===== src/rtl/adc_res_pkg.sv =====
package adc_res_pkg;
  parameter int unsigned RES_W  = 10;
  parameter int unsigned BYTE_W = 8;
endpackage


===== src/rtl/adc_res_lock.sv =====
module adc_res_lock (
  input  logic clk_i,
  input  logic rst_ni,
  input  logic rd_lo_i,
  input  logic rd_hi_i,
  output logic locked_o,
  output logic accept_o
);
  logic locked_q;

  always_ff @(posedge clk_i or negedge rst_ni) begin
    if (!rst_ni)      locked_q <= 1'b0;
    else if (rd_lo_i) locked_q <= 1'b1;
    else if (rd_hi_i) locked_q <= 1'b0;
  end

  // a low-byte read wins over a result arriving in the same cycle
  assign accept_o = !locked_q && !rd_lo_i;
  assign locked_o = locked_q;


  lock_set_chk: assert property (@(posedge clk_i) disable iff (!rst_ni)
    rd_lo_i |=> locked_o);

  lock_clr_chk: assert property (@(posedge clk_i) disable iff (!rst_ni)
    (rd_hi_i && !rd_lo_i) |=> !locked_o);

  lock_hold_off_chk: assert property (@(posedge clk_i) disable iff (!rst_ni)
    (!locked_o && !rd_lo_i) |=> !locked_o);
endmodule


===== src/rtl/adc_res_store.sv =====
module adc_res_store #(
  parameter int unsigned RES_W = adc_res_pkg::RES_W
) (
  input  logic             clk_i,
  input  logic             rst_ni,
  input  logic             res_valid_i,
  input  logic             accept_i,
  input  logic [RES_W-1:0] res_data_i,
  output logic [RES_W-1:0] res_o,
  output logic             done_o
);
  logic [RES_W-1:0] res_q;
  logic             done_q;

  always_ff @(posedge clk_i or negedge rst_ni) begin
    if (!rst_ni) begin
      res_q  <= '0;
      done_q <= 1'b0;
    end else begin
      done_q <= res_valid_i;  // reported even when the data is dropped
      if (res_valid_i && accept_i) res_q <= res_data_i;
    end
  end

  assign res_o  = res_q;
  assign done_o = done_q;


  frozen_stable_chk: assert property (@(posedge clk_i) disable iff (!rst_ni)
    !accept_i |=> $stable(res_o));

  accept_store_chk: assert property (@(posedge clk_i) disable iff (!rst_ni)
    (res_valid_i && accept_i) |=> (res_o == $past(res_data_i)));

  done_pulse_chk: assert property (@(posedge clk_i) disable iff (!rst_ni)
    res_valid_i |=> done_o);

  done_only_chk: assert property (@(posedge clk_i) disable iff (!rst_ni)
    !res_valid_i |=> !done_o);
endmodule


===== src/rtl/adc_res_format.sv =====
module adc_res_format #(
  parameter int unsigned RES_W  = adc_res_pkg::RES_W,
  parameter int unsigned BYTE_W = adc_res_pkg::BYTE_W
) (
  input  logic [RES_W-1:0]  res_i,
  input  logic              left_adj_i,
  output logic [BYTE_W-1:0] lo_o,
  output logic [BYTE_W-1:0] hi_o
);
  localparam int unsigned WORD_W = 2 * BYTE_W;
  localparam int unsigned PAD_W  = WORD_W - RES_W;

  logic [WORD_W-1:0] right_w, left_w, word;

  generate
    if (PAD_W == 0) begin : g_full
      assign right_w = res_i;
      assign left_w  = res_i;
    end else begin : g_pad
      assign right_w = {{PAD_W{1'b0}}, res_i};
      assign left_w  = {res_i, {PAD_W{1'b0}}};
    end
  endgenerate

  assign word = left_adj_i ? left_w : right_w;
  assign lo_o = word[BYTE_W-1:0];
  assign hi_o = word[WORD_W-1:BYTE_W];
endmodule


===== src/rtl/adc_result_latch.sv =====
module adc_result_latch #(
  parameter int unsigned RES_W  = adc_res_pkg::RES_W,
  parameter int unsigned BYTE_W = adc_res_pkg::BYTE_W
) (
  input  logic              clk_i,
  input  logic              rst_ni,
  input  logic              res_valid_i,
  input  logic [RES_W-1:0]  res_data_i,
  input  logic              left_adj_i,
  input  logic              rd_lo_i,
  input  logic              rd_hi_i,
  output logic [BYTE_W-1:0] lo_byte_o,
  output logic [BYTE_W-1:0] hi_byte_o,
  output logic              locked_o,
  output logic              done_o
);
  logic             accept;
  logic [RES_W-1:0] res;

  adc_res_lock u_lock (
    .clk_i    (clk_i),
    .rst_ni   (rst_ni),
    .rd_lo_i  (rd_lo_i),
    .rd_hi_i  (rd_hi_i),
    .locked_o (locked_o),
    .accept_o (accept)
  );

  adc_res_store #(.RES_W(RES_W)) u_store (
    .clk_i       (clk_i),
    .rst_ni      (rst_ni),
    .res_valid_i (res_valid_i),
    .accept_i    (accept),
    .res_data_i  (res_data_i),
    .res_o       (res),
    .done_o      (done_o)
  );

  adc_res_format #(.RES_W(RES_W), .BYTE_W(BYTE_W)) u_fmt (
    .res_i      (res),
    .left_adj_i (left_adj_i),
    .lo_o       (lo_byte_o),
    .hi_o       (hi_byte_o)
  );


  coincident_drop_chk: assert property (@(posedge clk_i) disable iff (!rst_ni)
    (rd_lo_i && $stable(left_adj_i)) |=> ($stable(lo_byte_o) && $stable(hi_byte_o)));
endmodule


===== config.mk =====
export PLATFORM = sky130hd
export DESIGN_NAME = adc_result_latch
export DESIGN_NICKNAME = d
export VERILOG_FILES = /design/src/rtl/adc_res_pkg.sv /design/src/rtl/adc_res_lock.sv /design/src/rtl/adc_res_store.sv /design/src/rtl/adc_res_format.sv /design/src/rtl/adc_result_latch.sv
export SDC_FILE = /design/constraint.sdc
export NUM_CORES = 1
export LEC_CHECK = 0
export BUFFER_PORTS_ARGS = -buffer_cell sky130_fd_sc_hd__buf_2
export CORE_UTILIZATION = 35
export DETAILED_ROUTE_END_ITERATION = 8
export GPL_TIMING_DRIVEN = 0
export PLACE_DENSITY = 0.67
export SYNTH_ARGS = -nofsm -noshare
export SYNTH_HDL_FRONTEND = slang
export SYNTH_SLANG_ARGS = --single-unit

===== constraint.sdc =====
create_clock -name clk_i -period 3.1 [get_ports clk_i]
set_clock_uncertainty 0.2 [all_clocks]
set_input_delay 0.31 -clock clk_i [delete_from_list [all_inputs] [get_ports clk_i]]
set_output_delay 0.31 -clock clk_i [all_outputs]
set_load 0.02 [all_outputs]

==> flow_metrics.tcl <==
set metrics [dict create \
    grt_max_degree 13 \
    grt_pass1_vias 403 \
    power_uw 490 \
    die_w_um 42.7 \
    timing.final.crit_period_ns 1.65 \
    h-tree-depth 1 \
    insertion_delay_ns 0.27 \
    drc 0 \
    rsz0062_at_grt "false" \
    vias_per_cell 4.45 \
    grt_pass1_wl_um 1750 \
    gp_congestion 0.635 \
    ios 34 \
    dieArea_um2 1820 \
    ys_types 9 \
    pwr_density_cell_nw_per_um2 601 \
    finalHoldViolations 0 \
    rows 14 \
    area_growth_syn_to_layout_pct 40.8 \
    layout_commonest_cell "buf_2" \
    setup_tns_ns 0 \
    start_kind "input pin" \
    maxCapViolations 0 \
    synthesis.area_um2 579 \
    final_cell_mix "buf_2, mux2_2, dfrtp_1" \
    grt.overflow.total 0 \
    cts_buffer_depth 2 \
    routed_wl_um 1060 \
    fp.dieH_um 42.7 \
    drv_slew 0 \
    crit_fanout 10 \
    antenna_found_initial 0 \
    syn_area_per_cell_um2 13.2 \
    fin_crit_sh 0.533 \
    synth-seq-area-share 0.518 \
    syn-num-nets 60 \
    synth_cells 44 \
    postCtsSetupBuffers 0 \
    status "finished, final reports clean" \
    yosysWarnings 0 \
    worstSetupPathType "in -> reg" \
    peakVddDrop_mv 0.303 \
    critPathCaptureType "flip-flop" \
    drive_gt1_frac 0.671 \
    cts.repair.resized 0 \
    setup_viol 0 \
    first_iter_violations 3 \
    cts.clk_slew.worst_paths_ns 0.08 \
    diodes 0 \
    fin_nets 99 \
    clock-root-buffer "clkbuf_4" \
    postRouteAntennaNets 0 \
    clock-sinks 12 \
    hold_buffers 2 \
    vias 436 \
    tritoncts "built" \
    slew_headroom 0.823 \
    fmax_mhz 605 \
    ys_ff_latch 12 \
    critPathArrivalTime_ns 1.61 \
    initial_core_util 0.380 \
    crit_required_ns 3.05 \
    grt_use_total 0.132 \
    fillers 159 \
    io_buffers 32 \
    cts_buffers 3 \
    fp.coreArea_um2 1520 \
    worstMarginPinSlew_ns 0.266 \
    first_pass_iters 2 \
    hold_class "in -> reg" \
    p_leak_nw 0.418 \
    routedWlPerCell_um 10.8 \
]
==> metal layers <==
metal,GRT usage,vias up,wire [um]
li1,-,223,-
met1,0.177,194,475
met2,0.188,19,487
met3,0.0511,0,93
met4,0.0563,0,0
met5,0,-,0
==> where the power goes <==
| group | total [mW] | internal, mW | switching [mW] |
|---|---|---|---|
| logic | 0.162 | 0.0796 | 0.0822 |
| registers | 0.206 | 0.188 | 0.0185 |
| clock network | 0.122 | 0.0713 | 0.0509 |
==> cell type report <==
class / count / area, um2 / share of cell area
well taps: 16 / 20.0 / 0.0245
clock buffers: 4 / 36.3 / 0.0445
multi-input cells: 28 / 254 / 0.311
inverters: 1 / 3.75 / 0.00460
plain buffers: 3 / 21.3 / 0.0261
repair buffers: 34 / 180 / 0.221
flip-flops and latches: 12 / 300 / 0.368
==> Yosys cell counts <==
cell	count	share of area
inv_1	1	0.0065
nor3b_2	1	0.022
dfrtp_1	12	0.52
nor2b_1	6	0.065
buf_6	1	0.019
and2_1	6	0.065
mux2_2	14	0.27
clkbuf_2	2	0.017
a21o_2	1	0.015
==> logic make-up (layout without fill, tap and decap cells) <==
kind of cell / count (synthesis) / count (layout) / synth area share
buffers and inverters: 4 / 42 / 0.0432
DFF: 12 / 12 / 0.518
muxes: 14 / 14 / 0.272
and+or+nand+nor: 13 / 13 / 0.151
AOI/OAI and AO/OA: 1 / 1 / 0.0151
==> critical path, stage by stage <==
cell and delay [ns]:
dlygate4sd3_1 0.52, buf_2 0.10, nor3b_2 0.16, buf_6 0.17
mux2_2 0.34
==> sequential cells by signal, indices dropped and copies added (netlist names) <==
signal           cells
u_store.res_o       10
u_lock.locked_o      1
u_store.done_o       1
==> stage by stage <==
stage	setup slack (ns)	instance area (um2)	hold WS, ns	instances	util
after floorplan	1.65	579	-0.186	44	-
after global placement	1.56	759	0.00430	92	0.498
after CTS	1.45	816	0.0383	98	0.535
after detailed placement	1.55	759	0.00305	92	0.498
after global routing	1.38	816	0.0482	98	0.535
final	1.45	816	0.0441	98	0.535
==> worst paths after layout <==
path / from / to / slack [ns] / cells after the start
min in group asynchronous: rst_ni / u_lock.locked_o / 0.24 / 2
max in group asynchronous: rst_ni / u_store.res_o[5] / 2.25 / 2
max: res_valid_i / u_store.res_o[2] / 1.45 / 5
max reg2reg: u_lock.locked_o / u_store.res_o[2] / 1.70 / 3
min reg2reg: u_store.res_o[5] / u_store.res_o[5] / 0.32 / 1
min: rd_lo_i / u_lock.locked_o / 0.04 / 2
(Power assumes the default switching activity.)
